### src/rtl/pio_pkg.sv
package pio_pkg;
  typedef enum logic [1:0] {TM_IDLE = 2'd0, TM_RUN = 2'd1, TM_POST = 2'd2} tm_state_t;

  localparam int SEL_W  = 2;
  localparam int SH_MAX = 10;
  localparam int SH_W   = $clog2(SH_MAX + 1);

  function automatic logic [SH_W-1:0] sel_to_shift(input logic [SEL_W-1:0] sel);
    case (sel)
      2'd0:    return SH_W'(0);
      2'd1:    return SH_W'(3);
      2'd2:    return SH_W'(6);
      default: return SH_W'(SH_MAX);
    endcase
  endfunction
endpackage

### src/rtl/pio_port.sv
module pio_port #(
  parameter int DW = 8
) (
  input  logic          clk,
  input  logic          rst,
  input  logic          wr_latch,
  input  logic          wr_dir,
  input  logic [DW-1:0] wdata,
  input  logic [DW-1:0] pin_in,
  output logic [DW-1:0] latch_q,
  output logic [DW-1:0] dir_q,
  output logic [DW-1:0] merged
);
  always_ff @(posedge clk) begin
    if (rst) begin
      latch_q <= '0;
      dir_q   <= '0;
    end else begin
      if (wr_latch) latch_q <= wdata;
      if (wr_dir)   dir_q   <= wdata;
    end
  end

  always_comb merged = (latch_q & dir_q) | (pin_in & ~dir_q);


  latch_wr_chk: assert property (@(posedge clk) disable iff (rst)
    wr_latch |=> (latch_q == $past(wdata)));
endmodule

### src/rtl/pio_interval_timer.sv
module pio_interval_timer
  import pio_pkg::*;
#(
  parameter int DW = 8
) (
  input  logic             clk,
  input  logic             rst,
  input  logic             ld,
  input  logic [SEL_W-1:0] ld_sel,
  input  logic [DW-1:0]    ld_val,
  input  logic             ld_ien,
  input  logic             rd_cnt,
  input  logic             rd_ien,
  input  logic             rd_flag,
  output logic [DW-1:0]    tval,
  output logic             flag_q,
  output logic             ien_q,
  output logic             expire
);
  localparam int TW = DW + SH_MAX;

  tm_state_t       state_q;
  logic [TW-1:0]   ticks_q;
  logic [SH_W-1:0] sh_q;
  logic [SH_W-1:0] ld_sh;

  always_comb ld_sh  = sel_to_shift(ld_sel);
  always_comb expire = (state_q == TM_RUN) && (ticks_q == '0);

  always_ff @(posedge clk) begin
    if (rst) begin
      state_q <= TM_IDLE;
      ticks_q <= '0;
      sh_q    <= '0;
      flag_q  <= 1'b0;
      ien_q   <= 1'b0;
    end else if (ld) begin
      state_q <= TM_RUN;
      ticks_q <= TW'(ld_val) << ld_sh;
      sh_q    <= ld_sh;
      flag_q  <= 1'b0;
      ien_q   <= ld_ien;
    end else begin
      case (state_q)
        TM_RUN: begin
          if (expire) begin
            state_q <= TM_POST;
            ticks_q <= TW'({DW{1'b1}});
          end else begin
            ticks_q <= ticks_q - 1'b1;
          end
        end
        TM_POST: if (ticks_q != '0) ticks_q <= ticks_q - 1'b1;
        default: ;
      endcase
      if (expire)       flag_q <= 1'b1;
      else if (rd_flag) flag_q <= 1'b0;
      if (rd_cnt) ien_q <= rd_ien;
    end
  end

  always_comb begin
    case (state_q)
      TM_RUN:  tval = DW'(ticks_q >> sh_q);
      TM_POST: tval = ticks_q[DW-1:0];
      default: tval = '0;
    endcase
  end


  load_run_chk: assert property (@(posedge clk) disable iff (rst)
    ld |=> (state_q == TM_RUN && !flag_q));

  expire_post_chk: assert property (@(posedge clk) disable iff (rst)
    (expire && !ld) |=> (state_q == TM_POST && flag_q && ticks_q == TW'({DW{1'b1}})));

  post_nonrise_chk: assert property (@(posedge clk) disable iff (rst)
    (state_q == TM_POST && !ld) |=> (state_q == TM_POST && ticks_q <= $past(ticks_q)));

  run_nonrise_chk: assert property (@(posedge clk) disable iff (rst)
    (state_q == TM_RUN && !ld && !expire) |=> (tval <= $past(tval)));
endmodule

### src/rtl/io_port_timer.sv
module io_port_timer
  import pio_pkg::*;
#(
  parameter int DW = 8,
  parameter int AW = 4
) (
  input  logic          clk,
  input  logic          rst,
  input  logic          cs,
  input  logic          rd,
  input  logic          wr,
  input  logic [AW-1:0] addr,
  input  logic [DW-1:0] wdata,
  output logic [DW-1:0] rdata,
  output logic          irq_n,
  input  logic [DW-1:0] pa_in,
  output logic [DW-1:0] pa_out,
  output logic [DW-1:0] pa_oe,
  input  logic [DW-1:0] pb_in,
  output logic [DW-1:0] pb_out,
  output logic [DW-1:0] pb_oe
);
  localparam int NPORT = 2;

  logic acc_rd, acc_wr, io_sel;
  logic [DW-1:0] pin_v   [NPORT];
  logic [DW-1:0] latch_v [NPORT];
  logic [DW-1:0] dir_v   [NPORT];
  logic [DW-1:0] merge_v [NPORT];

  always_comb begin
    acc_rd = cs & rd;
    acc_wr = cs & wr;
    io_sel = ~addr[2];
  end

  assign pin_v[0] = pa_in;
  assign pin_v[1] = pb_in;

  for (genvar i = 0; i < NPORT; i++) begin : g_port
    logic hit;
    assign hit = acc_wr & io_sel & (addr[1] == 1'(i));
    pio_port #(.DW(DW)) u_port (
      .clk      (clk),
      .rst      (rst),
      .wr_latch (hit & ~addr[0]),
      .wr_dir   (hit &  addr[0]),
      .wdata    (wdata),
      .pin_in   (pin_v[i]),
      .latch_q  (latch_v[i]),
      .dir_q    (dir_v[i]),
      .merged   (merge_v[i])
    );
  end

  assign pa_out = latch_v[0];
  assign pa_oe  = dir_v[0];
  assign pb_out = latch_v[1];
  assign pb_oe  = dir_v[1];

  logic [DW-1:0] t_val;
  logic t_flag, t_ien, t_expire;
  logic t_rd_cnt, t_rd_flag;

  always_comb begin
    t_rd_cnt  = acc_rd & addr[2] & ~addr[0];
    t_rd_flag = acc_rd & addr[2] &  addr[0];
  end

  pio_interval_timer #(.DW(DW)) u_timer (
    .clk     (clk),
    .rst     (rst),
    .ld      (acc_wr & addr[2]),
    .ld_sel  (addr[1:0]),
    .ld_val  (wdata),
    .ld_ien  (addr[3]),
    .rd_cnt  (t_rd_cnt),
    .rd_ien  (addr[3]),
    .rd_flag (t_rd_flag),
    .tval    (t_val),
    .flag_q  (t_flag),
    .ien_q   (t_ien),
    .expire  (t_expire)
  );

  logic [DW-1:0] rd_mux;
  always_comb begin
    if (io_sel) begin
      rd_mux = addr[0] ? dir_v[addr[1]] : merge_v[addr[1]];
    end else if (addr[0]) begin
      rd_mux = {t_flag, {(DW-1){1'b0}}};
    end else begin
      rd_mux = t_val;
    end
  end

  always_ff @(posedge clk) begin
    if (rst)         rdata <= '0;
    else if (acc_rd) rdata <= rd_mux;
  end

  assign irq_n = ~(t_flag & t_ien);


  flag_release_chk: assert property (@(posedge clk) disable iff (rst)
    (t_rd_flag && !t_expire && !acc_wr) |=> irq_n);

  rdata_hold_chk: assert property (@(posedge clk) disable iff (rst)
    !acc_rd |=> $stable(rdata));
endmodule

### config.mk
export PLATFORM = sky130hd
export DESIGN_NAME = io_port_timer
export DESIGN_NICKNAME = d
export VERILOG_FILES = /design/src/rtl/pio_pkg.sv /design/src/rtl/pio_port.sv /design/src/rtl/pio_interval_timer.sv /design/src/rtl/io_port_timer.sv
export SDC_FILE = /design/constraint.sdc
export NUM_CORES = 1
export LEC_CHECK = 0
export BUFFER_PORTS_ARGS = -buffer_cell sky130_fd_sc_hd__buf_4
export CORE_MARGIN = 3
export CORE_UTILIZATION = 60
export CTS_BUF_LIST = sky130_fd_sc_hd__clkbuf_16
export DETAILED_ROUTE_END_ITERATION = 10
export GPL_ROUTABILITY_DRIVEN = 0
export HOLD_SLACK_MARGIN = 0.05
export PLACE_DENSITY_LB_ADDON = 0.08
export SLEW_MARGIN = 10
export SYNTH_ARGS = -nofsm -noshare
export SYNTH_HDL_FRONTEND = slang
export SYNTH_SLANG_ARGS = --single-unit
### constraint.sdc
create_clock -name clk -period 5.6 [get_ports clk]
set_input_delay 0.56 -clock clk [delete_from_list [all_inputs] [get_ports clk]]
set_output_delay 0.56 -clock clk [all_outputs]
set_load 0.05 [all_outputs]
==> run_results.csv, run 1 <==
group,metric,value,unit
worst_setup_path,slowest_delay,0.59,ns
clocking,cts_root_buf,"clkbuf_16",
synthesis,yosysWarnings,0,
worst_setup_path,worstSetupStartpoint,"u_timer.ticks_q[0]",
global_route,grt_max_degree,64,
power_and_ir_drop,powerDensity,280,nW/µm²
finish,diodes,0,
run_status,outcome,"complete, no violations",
die,die_x,90.2,µm
worst_setup_path,cpMaxStageDelayCell,"a32oi_1",
power_and_ir_drop,swShare,32.0,%
synthesis,postSynth.asyncResetShare,0,%
power_and_ir_drop,power.total,1420,µW
sta,setup_viol,0,
worst_hold_path,hp-start,"addr[3]",
detailed_routing,drtIter0Drc,447,
detailed_routing,avgRoutedWirePerCell,19.9,µm
detailed_routing,drt_first_pass_iters,7,
worst_setup_path,rrSetupSlack,2.72,ns
synthesis,synth.area.mux_share,18.3,%
place,port_buffers,73,
worst_setup_path,worst-path-buf-inv,1,
worst_hold_path,hold_class,"input port to flip-flop",
worst_setup_path,worst_r2r_path_depth,7,
sta,slew_headroom,21.8,%
worst_setup_path,arrival,3.09,ns
synthesis,yosys-top-cells-area,"dfxtp_1, mux2i_1, nor2_1",
die,initial_core_util,62.3,%
clocking,cts_sinks,66,
die,num_io_pins,74,
detailed_routing,vias_per_cell,6.61,
sta,fmaxAchievable,347,MHz
clocking,post_cts_buffers,0,
sta,worst_pin_slew,1.17,ns
worst_setup_path,start_kind,"flip-flop",
die,die_h,90.2,µm
detailed_routing,vias,4366,
power_and_ir_drop,power_frac_seq,37.7,%
power_and_ir_drop,power_leakage,0.00195,µW
synthesis,synth_compound_area_share,22.0,%
die,rows,30,
clocking,clk_latency,0.33,ns
synthesis,syn_area,4260,µm²
worst_setup_path,path_delay_family,"simple AND/OR/NAND/NOR gates",
worst_setup_path,crit_chain,"inv_1, ha_1, or3b_1, nor4_2, a32oi_1, nand2b_1, o21ai_0",
clocking,holdBufCountCts,0,
worst_setup_path,r2r_end,"u_timer.ticks_q[12]",
worst_setup_path,reg2reg_from,"u_timer.ticks_q[0]",
synthesis,ys_ff_latch,66,
worst_hold_path,holdPathEnd,"u_timer.ien_q",
sta,grt_setup_unrepaired,"no",
place,hpwl,8970,µm
finish,final_util,74.1,%
run,maxCapViolations,0,
sta,final-max-slew-violation-count,0,
synthesis,synth_ff_type,"dfxtp_1",
power_and_ir_drop,peakVddDrop,236,µV
synthesis,netlist_instances,515,
worst_hold_path,holdPathStages,3,
detailed_routing,drc,0,
global_route,grtUsageTotal,32.1,%
clocking,htreeDepth,3,
sta,finalClockSkew,0.00658,ns
power_and_ir_drop,p_switching,454,µW
synthesis,synth_top_area_share,31.0,%
global_route,grt_pass1_wl,21200,µm
clocking,cts_buffer_depth,2,
worst_setup_path,path_class,"flip-flop to flip-flop",
finish,mostFrequentLayoutCells,"buf_4, nor2_1, dfxtp_1",
global_route,grt-ovfl-total,0,
clocking,cts_resized,0,
synthesis,yosys.cell_types.count,64,
worst_setup_path,worstPathMaxFanout,15,
finish,area_delta_synth_final,19.0,%
die,core,6830,µm²
sta,min_period,2.88,ns
global_route,antenna_found_initial,0,
synthesis,synth_area_per_cell,8.27,µm²
finish,final_common_cell,"buf_4",
worst_setup_path,critPathRequiredTime,5.81,ns
power_and_ir_drop,power.internal,966,µW
finish,drive_above_1_share,20.5,%
sta,fin_crit_sh,51.5,%
finish,nNetsFinal,596,
die,die-area,8140,µm²
detailed_routing,final_antenna_net_count,0,
clocking,cts_tree,"yes",
clocking,cts_buffers,9,
power_and_ir_drop,comb_power_share,23.7,%
detailed_routing,routed_wl,13200,µm
global_route,grt_pass1_vias,4202,
power_and_ir_drop,p_clk_share,38.6,%
synthesis,yosys.area.top_type,"dfxtp_1",
synthesis,synthesis.nets,551,
synthesis,synth_top_family_by_area,"simple AND/OR/NAND/NOR gates",
clocking,clkTransAtPathRegs,0.06,ns
synthesis,synth_xor_area_share,0.206,%
synthesis,synth-simple-area-share,22.4,%
synthesis,synth_edf_count,0,
synthesis,ys_seq_area_share,31.0,%
sta,hold_viol,0,
synthesis,synth_fa_ha_area_share,0.882,%
worst_setup_path,end_kind,"flip-flop",
sta,setup_tns,0,ns
-- area by class of cell --
type                    instances  area (µm²)
inverters                      13        48.8
well taps                      96         120
fillers                       544        1770
clock buffers                   9         225
repair buffers                 76         571
clock inverters                 7        61.3
flip-flops and latches         66        1320
multi-input cells             394        2720
-- cell usage after synthesis (all sizes together), types with 3 or more instances --
master  number
a211oi       6
a21boi       3
a21oi       38
a221oi       4
a22oi        3
a311oi       4
a31oi        4
a32oi        3
and2         5
and3         6
buf         10
clkbuf      32
dfxtp       66
ha           3
inv         13
mux2         3
mux2i       47
mux4        12
nand2       30
nand2b      17
nand3        8
nor2        67
nor2b        4
nor3         6
nor3b        4
nor4         8
nor4b        3
o211ai       3
o21a         5
o21ai       43
o22ai        4
o311ai       4
o31ai        4
o32a         4
or3         10
or3b         3
or4          3
-- worst max-delay path by stage --
stage,endpoint,slack [ns],cells after the start
after CTS,u_timer.ticks_q[12],2.81,7
after global placement,u_timer.ticks_q[7],2.64,6
after floorplan,g_port[0].u_port.dir_q[7],3.26,7
after detailed placement,u_timer.ticks_q[17],2.58,6
final,u_timer.ticks_q[12],2.72,7
after global routing,u_timer.ticks_q[8],2.49,7
-- metal layers --
metal / vias up / wire [µm] / track usage (%)
met4: 0 / 489 / 14.0
met1: 2026 / 5310 / 41.4
met5: - / 0 / 0
met3: 57 / 1340 / 7.78
li1: 1996 / - / -
met2: 287 / 6050 / 51.2
-- tightest hold or removal path: stages --
cell,delay [ns]
buf_4,0.08
mux2i_1,0.05
nor2_1,0.08
-- flip-flops by register name, indices dropped and copies added (netlist names) --
signal	flops
u_timer.sh_q	4
u_timer.state_q	2
g_port.u_port.dir_q	16
u_timer.ien_q	1
u_timer.ticks_q	18
rdata	8
u_timer.flag_q	1
g_port.u_port.latch_q	16
-- stage by stage --
stage	hold slack, ns	instance area, µm²	worst slack (ns)	std cells
after global placement	0.475	4780	2.64	645
after floorplan	0.457	4260	3.26	515
after CTS	0.474	5060	2.81	661
after global routing	0.492	5060	2.49	661
final	0.470	5060	2.72	661
after detailed placement	0.475	4780	2.58	645
-- power by group through the flow --
stage	Clock, µW	Combinational [µW]	Sequential, µW
finish	548	336	536
detailed placement	0	322	543
CTS	548	326	533
global route	568	361	539
global placement	0	314	541
floorplan	0	236	542
-- kinds of logic after synthesis --
group	Yosys count
AO/OA/AOI/OAI	145
XOR/XNOR	1
adder cells (fa/ha/maj)	3
buffers and inverters	55
flip-flops	66
multiplexers	62
AND/OR/NAND/NOR	183
(Power assumes the default switching activity.)
==> run 2: changes to the inputs <==
--- a/config.mk
+++ b/config.mk
@@ -7,7 +7,7 @@
 export LEC_CHECK = 0
 export BUFFER_PORTS_ARGS = -buffer_cell sky130_fd_sc_hd__buf_4
 export CORE_MARGIN = 3
-export CORE_UTILIZATION = 60
+export CORE_UTILIZATION = 51
 export CTS_BUF_LIST = sky130_fd_sc_hd__clkbuf_16
 export DETAILED_ROUTE_END_ITERATION = 10
 export GPL_ROUTABILITY_DRIVEN = 0
==> constraint.sdc (replaced) <==
create_clock -name clk -period 2.6 [get_ports clk]
set_input_delay 0.26 -clock clk [delete_from_list [all_inputs] [get_ports clk]]
set_output_delay 0.26 -clock clk [all_outputs]
set_load 0.05 [all_outputs]
==> run 2 against run 1 <==
  * Total power grew 120%
  * Setup slack lost 2.5 ns
  * Flip-flop and latch count is the same
  * Combinational power grew 130%
  * Clock power grew 110%
  * Cell area grew 3.3%
  * Clock skew grew 0.00065 ns
  * Maximum frequency grew 19%
  * First-iteration DRC count shrank 18%
  * Hold slack lost 0.29 ns
  * Largest power group unchanged
==> run_results.csv, run 2 (same netlist as run 1, synthesis figures left out) <==
group,metric,value,unit
sta,fin_crit_sh,92.8,%
place,port_buffers,73,
finish,largest_reg_flops,18,
worst_setup_path,r2r_end,"u_timer.ticks_q[7]",
sta,worst_pin_slew,0.641,ns
die,die_x,97.4,µm
detailed_routing,vias_per_cell,6.32,
finish,drive_above_1_share,23.4,%
global_route,grt_pass1_vias,4127,
worst_hold_path,hp-start,"addr[3]",
detailed_routing,drt_first_pass_iters,5,
worst_setup_path,reg2reg_from,"u_timer.ticks_q[0]",
sta,setup_viol,0,
clocking,cts_buffers,9,
clocking,cts_buffer_depth,2,
global_route,met2_usage,43.4,%
global_route,grt_busiest_layer,"met2",
detailed_routing,avgRoutedWirePerCell,19.4,µm
finish,nNetsFinal,617,
worst_setup_path,worst_r2r_path_depth,7,
sta,setup_tns,0,ns
power_and_ir_drop,power_leakage,0.00205,µW
power_and_ir_drop,peakVddDrop,378,µV
global_route,use_met3,5.46,%
worst_setup_path,arrival,2.65,ns
clocking,cts_resized,0,
finish,final_util,66.0,%
worst_hold_path,hold_class,"input port to flip-flop",
finish,final_common_cell,"buf_4",
finish,mostFrequentLayoutCells,"buf_4, nor2_1, dfxtp_1",
global_route,antenna_found_initial,0,
worst_setup_path,start_kind,"flip-flop",
sta,slew_headroom,57.3,%
worst_setup_path,worstPathMaxFanout,5,
clocking,clk_latency,0.33,ns
run_status,outcome,"complete, no violations",
global_route,grtUsageMet1,37.4,%
worst_hold_path,holdPathStages,3,
place,hpwl,9650,µm
finish,area_delta_synth_final,22.9,%
detailed_routing,routed_wl,13400,µm
finish,final_cell_count_no_fill,688,
die,rows,32,
die,initial_core_util,53.7,%
global_route,grt_max_degree,56,
worst_setup_path,critPathRequiredTime,2.84,ns
worst_setup_path,end_kind,"flip-flop",
sta,final-max-slew-violation-count,0,
die,num_io_pins,74,
clocking,cts_sinks,66,
detailed_routing,vias,4346,
clocking,holdBufCountCts,0,
sta,grt_setup_unrepaired,"no",
finish,regMostFlops,"u_timer.ticks_q",
die,core,7930,µm²
clocking,cts_root_buf,"clkbuf_16",
die,die-area,9480,µm²
clocking,htreeDepth,3,
detailed_routing,drc,0,
place,pre_cts_ws,0.215,ns
finish,final_cell_area,5230,µm²
die,die_h,97.4,µm
place,post_dp_cell_area,4940,µm²
worst_setup_path,path_class,"flip-flop to flip-flop",
clocking,post_cts_buffers,0,
power_and_ir_drop,powerDensity,591,nW/µm²
clocking,cts_tree,"yes",
global_route,grt_pass1_wl,21400,µm
worst_setup_path,worstSetupStartpoint,"u_timer.ticks_q[0]",
sta,fmaxAchievable,415,MHz
finish,top_regs,"u_timer.ticks_q: 18 flops, g_port.u_port.dir_q: 16 flops, g_port.u_port.latch_q: 16 flops",
worst_hold_path,holdPathEnd,"u_timer.ien_q",
sta,fin_ws,0.188,ns
detailed_routing,drtIter0Drc,368,
clocking,clkTransAtPathRegs,0.06,ns
finish,diodes,0,
sta,hold_viol,0,
worst_setup_path,rrSetupSlack,0.19,ns
sta,finalClockSkew,0.00723,ns
run,maxCapViolations,0,
sta,min_period,2.41,ns
global_route,grt-ovfl-total,0,
global_route,grtUsageTotal,27.9,%
place,dp_cells,672,
detailed_routing,final_antenna_net_count,0,
## run 2: cell types whose count changed in the layout (fill, tap and decap cells not counted), sizes merged
| cell | delta |
|---|---|
| buf | +21 |
## run 2: worst max-delay path by stage
stage | slack, ns | end
6_report | 0.19 | u_timer.ticks_q[7]
5_1_grt | 0.02 | u_timer.ticks_q[3]
4_1_cts | 0.20 | u_timer.ticks_q[7]
3_5_place_dp | 0.21 | u_timer.ticks_q[7]
3_3_place_gp | 0.26 | u_timer.ticks_q[7]
2_1_floorplan | 0.31 | u_timer.ticks_q[7]
## run 2: worst max-delay path: stages (launching register included)
cell      delay [ns]
dfxtp_1         0.31
inv_1           0.05
ha_1            0.15
or3b_1          0.42
or4_1           0.57
o31ai_4         0.38
o21ai_0         0.14
a221oi_1        0.30
## run 2: power breakdown
part,switching [µW],total (µW),internal (µW)
Sequential,74.9,1130,1060
Combinational,457,789,332
Clock,435,1170,731
## run 2: routing by layer
layer	vias to the layer above	wire (µm)
met1	2041	5790
met4	0	534
met2	228	6030
met5	-	0
li1	2036	-
met3	41	1010
## run 2: stage by stage
stage / hold WS, ns / total power, µW
after detailed placement: 0.490 / 1910
after floorplan: 0.404 / 1670
after global placement: 0.476 / 1900
after global routing: 0.204 / 3210
final: 0.179 / 3090
after CTS: 0.174 / 3080
## run 2: cell type report
type | count | area (µm²)
multi-input cells | 394 | 2720
well taps | 102 | 128
inverters | 13 | 48.8
flip-flops and latches | 66 | 1320
repair buffers | 97 | 728
clock buffers | 9 | 225
clock inverters | 7 | 61.3
fillers | 675 | 2700
==> run 3: changes to the inputs <==
--- a/config.mk
+++ b/config.mk
@@ -5,11 +5,11 @@
 export SDC_FILE = /design/constraint.sdc
 export NUM_CORES = 1
 export LEC_CHECK = 0
-export BUFFER_PORTS_ARGS = -buffer_cell sky130_fd_sc_hd__buf_4
 export CORE_MARGIN = 3
-export CORE_UTILIZATION = 51
+export CORE_UTILIZATION = 58
 export CTS_BUF_LIST = sky130_fd_sc_hd__clkbuf_16
 export DETAILED_ROUTE_END_ITERATION = 10
+export DONT_BUFFER_PORTS = 1
 export GPL_ROUTABILITY_DRIVEN = 0
 export HOLD_SLACK_MARGIN = 0.05
 export PLACE_DENSITY_LB_ADDON = 0.08
==> run 3 against run 2 <==
  * Wire length is 3.0% lower
  * Sequential share of layout area is 2.9 points higher
  * Core utilization is 1.7 points higher
  * Register-to-register slack worse by 0.02 ns
  * Count of clock-buffer cells in the layout stayed put
  * Clock skew is 0.0010 ns lower
  * Setup slack worse by 0.023 ns
  * Cell area is 10% lower
  * Largest cell class unchanged
  * Largest power group is now registers
  * Highest routed layer unchanged
==> run_results.csv, run 3 (same netlist as run 1, synthesis figures left out) <==
group,metric,value,unit
detailed_routing,vias,4187,
finish,regMostFlops,"u_timer.ticks_q",
worst_setup_path,path_delay_family,"simple AND/OR/NAND/NOR gates",
worst_setup_path,rrSetupSlack,0.16,ns
worst_setup_path,path_class,"flip-flop to flip-flop",
worst_setup_path,crit_chain,"inv_1, ha_1, or3b_1, or4_1, buf_4, nor4_1, o21ai_0, a311oi_1",
detailed_routing,vias_per_cell,6.88,
place,port_buffers,0,
power_and_ir_drop,powerDensity,643,nW/µm²
global_route,antenna_found_initial,0,
finish,nNetsFinal,545,
die,num_io_pins,74,
place,pre_cts_ws,0.230,ns
run,maxCapViolations,0,
sta,setup_viol,0,
clocking,post_cts_buffers,0,
worst_setup_path,critPathRequiredTime,2.84,ns
sta,setup_tns,0,ns
detailed_routing,final_antenna_net_count,0,
worst_setup_path,start_kind,"flip-flop",
sta,finalClockSkew,0.00618,ns
global_route,grt_pass1_vias,3904,
clocking,cts_buffer_depth,2,
worst_setup_path,worstPathMaxFanout,7,
worst_setup_path,worst-path-buf-inv,2,
die,die-area,8400,µm²
sta,fin_ws,0.165,ns
die,core,6940,µm²
finish,final_cell_area,4700,µm²
die,initial_core_util,61.3,%
finish,diodes,0,
clocking,clk_latency,0.33,ns
worst_hold_path,hold_class,"input port to flip-flop",
worst_hold_path,holdPathEnd,"g_port[1].u_port.dir_q[3]",
detailed_routing,drt_first_pass_iters,5,
die,die_h,91.7,µm
sta,hold_viol,0,
die,rows,30,
clocking,clkTransAtPathRegs,0.06,ns
global_route,grt_max_degree,56,
worst_hold_path,hp-start,"wdata[3]",
run_status,outcome,"complete, no violations",
finish,regArea,1320,µm²
sta,fin_crit_sh,93.7,%
finish,multi_input_area,2720,µm²
worst_hold_path,holdPathStages,2,
power_and_ir_drop,power_leakage,0.00168,µW
place,post_dp_cell_area,4390,µm²
power_and_ir_drop,peakVddDrop,400,µV
global_route,grt_pass1_wl,20800,µm
clocking,cts_tree,"yes",
power_and_ir_drop,power.total,3020,µW
global_route,grt-ovfl-total,0,
clocking,cts_root_buf,"clkbuf_16",
finish,fillers,569,
worst_setup_path,arrival,2.68,ns
detailed_routing,routed_wl,13000,µm
global_route,grtUsageTotal,31.5,%
finish,final_util,67.6,%
detailed_routing,drc,0,
worst_setup_path,cpMaxStageDelayCell,"or4_1",
detailed_routing,drtIter0Drc,339,
clocking,htreeDepth,3,
sta,final-max-slew-violation-count,0,
place,hpwl,9070,µm
worst_setup_path,worst_r2r_path_depth,8,
clocking,cts_buffers,9,
finish,area_delta_synth_final,10.3,%
sta,slew_headroom,51.4,%
die,die_x,91.7,µm
sta,grt_setup_unrepaired,"no",
clocking,cts_sinks,66,
worst_setup_path,slowest_delay,0.50,ns
worst_setup_path,end_kind,"flip-flop",
worst_setup_path,r2r_end,"u_timer.ticks_q[16]",
finish,largest_reg_flops,18,
sta,min_period,2.44,ns
finish,top_regs,"u_timer.ticks_q: 18 flops, g_port.u_port.dir_q: 16 flops, g_port.u_port.latch_q: 16 flops",
finish,final_common_cell,"nor2_1",
sta,worst_pin_slew,0.728,ns
worst_setup_path,reg2reg_from,"u_timer.ticks_q[0]",
detailed_routing,avgRoutedWirePerCell,21.3,µm
sta,fmaxAchievable,411,MHz
finish,drive_above_1_share,12.7,%
finish,mostFrequentLayoutCells,"nor2_1, dfxtp_1, mux2i_1",
run 3: layout make-up:
class                      instances  area share (%)
inverter                          13            1.04
timing repair buffer              25            4.26
sequential                        66            28.1
tap                               96            2.56
clock buffer                       9            4.79
clock inverter                     6            1.25
multi-input combinational        394            58.0
run 3: repair_timing:
action	4_1_cts	5_1_grt
hold buffers	1	0
endpoints found under the hold margin	52	0
gates resized for setup	0	0
run 3: per-layer routing:
layer,part of all wire (%),track usage [%],vias to the layer above
li1,-,-,1903
met3,11,8.29,37
met5,0,0,-
met1,41,42.0,1972
met2,45,48.4,275
met4,3.2,12.4,0
run 3: power by group:
| part | switching, µW | internal [µW] |
|---|---|---|
| Clock | 447 | 729 |
| Sequential | 128 | 1060 |
| Combinational | 359 | 299 |
run 3: through the flow:
stage	instances	hold slack, ns
after floorplan	515	0.404
after detailed placement	593	0.341
after global routing	609	0.0799
after CTS	609	0.0756
after global placement	593	0.339
final	609	0.0758
run 3: worst max path at each step:
stage | startpoint | slack (ns) | depth (start not counted) | end
final | u_timer.ticks_q[0] | 0.16 | 8 | u_timer.ticks_q[16]
after global placement | u_timer.ticks_q[13] | 0.28 | 5 | u_timer.ticks_q[7]
after floorplan | u_timer.ticks_q[0] | 0.31 | 8 | u_timer.ticks_q[7]
after global routing | u_timer.ticks_q[0] | 0.06 | 8 | u_timer.ticks_q[16]
after detailed placement | u_timer.ticks_q[13] | 0.23 | 5 | u_timer.ticks_q[7]
after CTS | u_timer.ticks_q[0] | 0.20 | 8 | u_timer.ticks_q[16]
run 3: worst register-to-register path, stage by stage (launching register included):
cell and delay [ns]:
dfxtp_1 0.31, inv_1 0.06, ha_1 0.16, or3b_1 0.45, or4_1 0.50, buf_4 0.20
nor4_1 0.30, o21ai_0 0.12, a311oi_1 0.25
